### src/rtl/dem_pkg.sv
package dem_pkg;
    localparam int N_CELLS   = 8;
    localparam int CODE_W    = 4;
    localparam int LFSR_W    = 7;
    localparam int ROT_W     = $clog2(N_CELLS);
    localparam logic [LFSR_W-1:0] LFSR_SEED = 7'h01;

    typedef logic [N_CELLS-1:0] cell_vec_t;

    // Clamp a level code to the number of cells.
    function automatic int unsigned clamp_level(input logic [CODE_W-1:0] code);
        if (int'(code) > N_CELLS) return N_CELLS;
        return int'(code);
    endfunction
endpackage

### src/rtl/dem_thermo.sv
module dem_thermo #(
    parameter int N_CELLS = dem_pkg::N_CELLS,
    parameter int CODE_W  = dem_pkg::CODE_W
) (
    input  logic [CODE_W-1:0]  code_i,
    output logic [N_CELLS-1:0] therm_o
);
    localparam int LVL_W = $clog2(N_CELLS + 1);
    localparam int CMP_W = (LVL_W > CODE_W) ? LVL_W : CODE_W;

    logic [CMP_W-1:0] level;

    always_comb begin
        if (CMP_W'(code_i) > CMP_W'(N_CELLS)) level = CMP_W'(N_CELLS);
        else                                  level = CMP_W'(code_i);
    end

    for (genvar i = 0; i < N_CELLS; i++) begin : g_cell
        assign therm_o[i] = (CMP_W'(i) < level);
    end
endmodule

### src/rtl/dem_lfsr.sv
module dem_lfsr #(
    parameter int                LFSR_W = dem_pkg::LFSR_W,
    parameter logic [LFSR_W-1:0] SEED   = dem_pkg::LFSR_SEED
) (
    input  logic              clk,
    input  logic              rst,
    input  logic              step_i,
    output logic [LFSR_W-1:0] state_o
);
    localparam int TAP_HI = LFSR_W - 1;
    localparam int TAP_LO = LFSR_W - 2;

    logic [LFSR_W-1:0] state_q;
    logic              fb;

    assign fb = state_q[TAP_HI] ^ state_q[TAP_LO];

    always_ff @(posedge clk) begin
        if (rst)         state_q <= SEED;
        else if (step_i) state_q <= {state_q[LFSR_W-2:0], fb};
    end

    assign state_o = state_q;
endmodule

### src/rtl/dem_rotator.sv
module dem_rotator #(
    parameter int N_CELLS = dem_pkg::N_CELLS,
    parameter int ROT_W   = dem_pkg::ROT_W
) (
    input  logic [N_CELLS-1:0] vec_i,
    input  logic [ROT_W-1:0]   rot_i,
    output logic [N_CELLS-1:0] vec_o
);
    localparam int IDX_W = $clog2(2 * N_CELLS);

    logic [2*N_CELLS-1:0] doubled;
    assign doubled = {vec_i, vec_i};

    for (genvar i = 0; i < N_CELLS; i++) begin : g_bit
        assign vec_o[i] = doubled[IDX_W'(i) + IDX_W'(rot_i)];
    end
endmodule

### src/rtl/dem_rotate_encoder.sv
module dem_rotate_encoder #(
    parameter int N_CELLS = dem_pkg::N_CELLS,
    parameter int CODE_W  = dem_pkg::CODE_W,
    parameter int LFSR_W  = dem_pkg::LFSR_W
) (
    input  logic               clk,
    input  logic               rst,
    input  logic               code_vld,
    input  logic [CODE_W-1:0]  code_in,
    input  logic               rot_bypass,
    output logic [N_CELLS-1:0] cell_en
);
    localparam int ROT_W = $clog2(N_CELLS);

    logic [N_CELLS-1:0] therm;
    logic [N_CELLS-1:0] rotated;
    logic [LFSR_W-1:0]  pn_state;
    logic [ROT_W-1:0]   rot_amt;
    logic [N_CELLS-1:0] en_q;

    dem_thermo #(.N_CELLS(N_CELLS), .CODE_W(CODE_W)) u_thermo (
        .code_i  (code_in),
        .therm_o (therm)
    );

    dem_lfsr #(.LFSR_W(LFSR_W), .SEED(LFSR_W'(1))) u_lfsr (
        .clk     (clk),
        .rst     (rst),
        .step_i  (code_vld),
        .state_o (pn_state)
    );

    assign rot_amt = rot_bypass ? '0 : pn_state[ROT_W-1:0];

    dem_rotator #(.N_CELLS(N_CELLS), .ROT_W(ROT_W)) u_rot (
        .vec_i (therm),
        .rot_i (rot_amt),
        .vec_o (rotated)
    );

    always_ff @(posedge clk) begin
        if (rst)           en_q <= '0;
        else if (code_vld) en_q <= rotated;
    end

    assign cell_en = en_q;
endmodule

### config.mk
export PLATFORM = sky130hd
export DESIGN_NAME = dem_rotate_encoder
export DESIGN_NICKNAME = d
export VERILOG_FILES = /design/src/rtl/dem_pkg.sv /design/src/rtl/dem_thermo.sv /design/src/rtl/dem_lfsr.sv /design/src/rtl/dem_rotator.sv /design/src/rtl/dem_rotate_encoder.sv
export SDC_FILE = /design/constraint.sdc
export NUM_CORES = 1
export LEC_CHECK = 0
export BUFFER_PORTS_ARGS = -buffer_cell sky130_fd_sc_hd__buf_2
export CORE_ASPECT_RATIO = 1.25
export CORE_UTILIZATION = 45
export CTS_BUF_LIST = sky130_fd_sc_hd__clkbuf_2
export DETAILED_ROUTE_END_ITERATION = 8
export HOLD_SLACK_MARGIN = 0.15
export PLACE_DENSITY = 0.66
export SLEW_MARGIN = 10
export SYNTH_ARGS = -nofsm -noshare
export SYNTH_HDL_FRONTEND = slang
export SYNTH_HIERARCHICAL = 1
export SYNTH_SLANG_ARGS = --single-unit
### constraint.sdc
create_clock -name clk -period 5 [get_ports clk]
set_input_delay 0.75 -clock clk [delete_from_list [all_inputs] [get_ports clk]]
set_output_delay 0.75 -clock clk [all_outputs]
set_load 0.005 [all_outputs]
==> impl_metrics.json <==
{
  "status": "complete, no violations",
  "dp_cells": 140,
  "critPathCaptureType": "flop",
  "die_h_um": 57.8,
  "ant_nets": 0,
  "crit_end": "cell_en[1]",
  "finalWirelength_um": 1910,
  "yosysSeqAreaShare_pct": 26.8,
  "drv_cap": 0,
  "rows": 19,
  "synth_area_leaders": "dfxtp_1, mux2i_1, mux4_2",
  "fin_setup_tns_ns": 0,
  "drive_above_1_share_pct": 36.3,
  "drt_iter0_drc": 24,
  "relSlewSlack_pct": 35.6,
  "final_net_count": 125,
  "grt_start_max_net_pins": 17,
  "maxClockFrequency_mhz": 321,
  "cp.required_ns": 5.18,
  "finalSetupViolations": 0,
  "min_period_over_period_pct": 62.3,
  "die_area_mm2": 0.00269,
  "synth_cell_types": 30,
  "yosys_warnings": 6,
  "n_antenna_cell": 0,
  "cp_max_fo": 10,
  "vias": 771,
  "ios": 16,
  "startpoint": "rot_bypass",
  "port_buffers": 15,
  "initial_core_util_pct": 49.1,
  "leakagePower_nw": 0.505,
  "fin_worst_skew_ns": 0.00298,
  "netlist.top_cell.by_area": "dfxtp_1",
  "ir_drop_mv": 0.231,
  "wl_met1_um": 865,
  "grt_pass1_vias": 732,
  "post_drt_via_cell_ratio": 5.35,
  "netlist_instances": 103,
  "wire_per_inst_um": 13.3,
  "stdcell_count": 144,
  "start_kind": "input port",
  "area_delta_synth_final_pct": 5.14,
  "die_x_um": 46.6,
  "synth_area_mm2": 0.00112,
  "cts_buffers": 3,
  "dr_wl_met2_um": 976,
  "cts-root-buf": "clkbuf_2",
  "place_congestion": 0.718,
  "cts_tree": "built",
  "synth_top_area_share_pct": 26.8,
  "critPathKind": "input port to flop",
  "tightestPinTransition_ns": 0.964,
  "finalCriticalPeriod_ns": 3.12,
  "htree_levels": 1,
  "cts.path.max_buffers": 2,
  "arrival_ns": 3.29,
  "place_hpwl_um": 1430,
  "grt_pass1_wl_um": 3270,
  "syn_area_per_cell_um2": 10.9,
  "core_mm2": 0.00228,
  "first_pass_iters": 4,
  "track_usage_pct": 16.8,
  "highest-signal-layer": "met4",
  "grt_antenna_before_repair": 0,
  "ys_ff_latch": 15,
  "cts_hold_buf": 0,
  "drc_errors": 0,
  "clkSlewWorstSetupHoldPaths_ns": 0.13,
  "stdcell_area_mm2": 0.00118,
  "cts_setup_buffers": 0,
  "numClockSinks": 15,
  "hold_viol_final": 0,
  "grt-ovfl-total": 0,
  "routed-wl-met3_um": 55,
  "whs_ns": 0.504,
  "total_power_uw": 272,
  "p_per_area_mw_per_mm2": 231,
  "drv_slew": 0,
  "reg2reg_depth": 7,
  "r2r-end": "cell_en[1]",
  "clock_latency_ns": 0.27,
  "syn-num-nets": 114,
  "r2r_setup_slack_ns": 2.07,
  "rr_startpoint": "u_lfsr/state_o[1]",
  "hp-class": "flop to flop",
  "rsz0062_at_grt": "false",
  "ctsResizeCount": 0,
  "place_area_mm2": 0.00116
}
-- flip-flops by register name (all words and copies together) (netlist names) --
name / cells
u_lfsr/state_o: 7
cell_en: 8
-- worst min-delay path by stage --
| stage | startpoint | end | cells past startpoint |
|---|---|---|---|
| 2_1_floorplan | u_lfsr/state_o[3] | u_lfsr/state_o[3] | 2 |
| 3_3_place_gp | cell_en[4] | cell_en[4] | 2 |
| 3_5_place_dp | cell_en[4] | cell_en[4] | 2 |
| 4_1_cts | cell_en[4] | cell_en[4] | 2 |
| 5_1_grt | cell_en[7] | cell_en[7] | 2 |
| 6_report | cell_en[0] | cell_en[0] | 2 |
-- per-stage QoR --
stage	utilization, %	setup slack [ns]
final	51.6	1.88
after global routing	51.6	1.75
after CTS	51.6	1.94
after detailed placement	50.7	1.63
after global placement	50.7	1.63
after floorplan	-	2.41
-- logic make-up (layout without fill, tap and decap cells) --
group,Yosys count,count (layout),share of synthesized area [%]
fa+ha+maj,3,3,3.35
mux,35,35,40.8
compound gates,8,8,5.59
buf+inv,13,23,8.15
flops,15,15,26.8
simple gates,25,25,10.8
xor+xnor,4,4,4.47
-- placed cells by master, fill, tap and decap left out --
cell type | Yosys | layout
mux4_2 | 6 | 6
or2_4 | 1 | 1
nand2b_1 | 1 | 1
a31o_2 | 1 | 1
mux2i_1 | 16 | 16
xnor2_1 | 1 | 1
xnor2_2 | 1 | 1
or3_2 | 1 | 1
a21o_2 | 2 | 2
mux2_4 | 4 | 4
a221oi_1 | 2 | 2
o21ai_0 | 1 | 1
dfxtp_1 | 15 | 15
clkbuf_2 | 1 | 4
xor2_2 | 1 | 1
a211oi_1 | 1 | 1
a31oi_1 | 1 | 1
inv_1 | 4 | 4
nor2b_1 | 4 | 4
xor2_1 | 1 | 1
or3_1 | 1 | 1
buf_2 | 0 | 15
nor3_1 | 3 | 3
mux2_2 | 5 | 5
nor2_1 | 14 | 14
mux2_1 | 4 | 4
ha_1 | 3 | 3
-- critical path: stages --
cell and delay, ns:
buf_2 0.11, nor2b_1 0.74, inv_1 0.19, ha_1 0.49
mux4_2 0.55, mux2_2 0.27, mux2i_1 0.13, nor2_1 0.05
-- final cells by class --
| class | count | area, um^2 |
|---|---|---|
| clock buffer | 4 | 20.0 |
| fill | 226 | 1100 |
| inverter | 4 | 15.0 |
| multi-input combinational | 75 | 728 |
| sequential | 15 | 300 |
| tap | 31 | 38.8 |
| timing repair buffer | 15 | 75.1 |
-- synth_stat cells --
| library cell | count |
|---|---|
| a31o_2 | 1 |
| xnor2_1 | 1 |
| mux2_2 | 5 |
| xor2_2 | 1 |
| a221oi_1 | 2 |
| clkbuf_2 | 1 |
| mux2_1 | 4 |
| a211oi_1 | 1 |
| buf_1 | 1 |
| xnor2_2 | 1 |
| o21ai_0 | 1 |
| or2_4 | 1 |
| or3_2 | 1 |
| mux4_2 | 6 |
| a21o_2 | 2 |
| a31oi_1 | 1 |
| nand2b_1 | 1 |
| ha_1 | 3 |
| xor2_1 | 1 |
| nor3_1 | 3 |
| dfxtp_1 | 15 |
| buf_4 | 1 |
| buf_6 | 5 |
| nor2b_1 | 4 |
| mux2i_1 | 16 |
| nor2_1 | 14 |
| mux2_4 | 4 |
| or3_1 | 1 |
| inv_1 | 4 |
| clkbuf_1 | 1 |
-- power by group --
part           switching, mW  internal, mW  total, mW  leakage [nW]
logic                 0.0390        0.0438     0.0828         0.365
clock network         0.0356        0.0212     0.0568        0.0166
registers            0.00420         0.128      0.132         0.124
total                 0.0788         0.193      0.272         0.505
-- metal layers --
layer / up-vias / global-route usage [%]
li1: 384 / -
met1: 377 / 21.1
met2: 8 / 27.0
met3: 2 / 5.92
met4: 0 / 4.49
met5: - / 0
(Power assumes the default switching activity.)
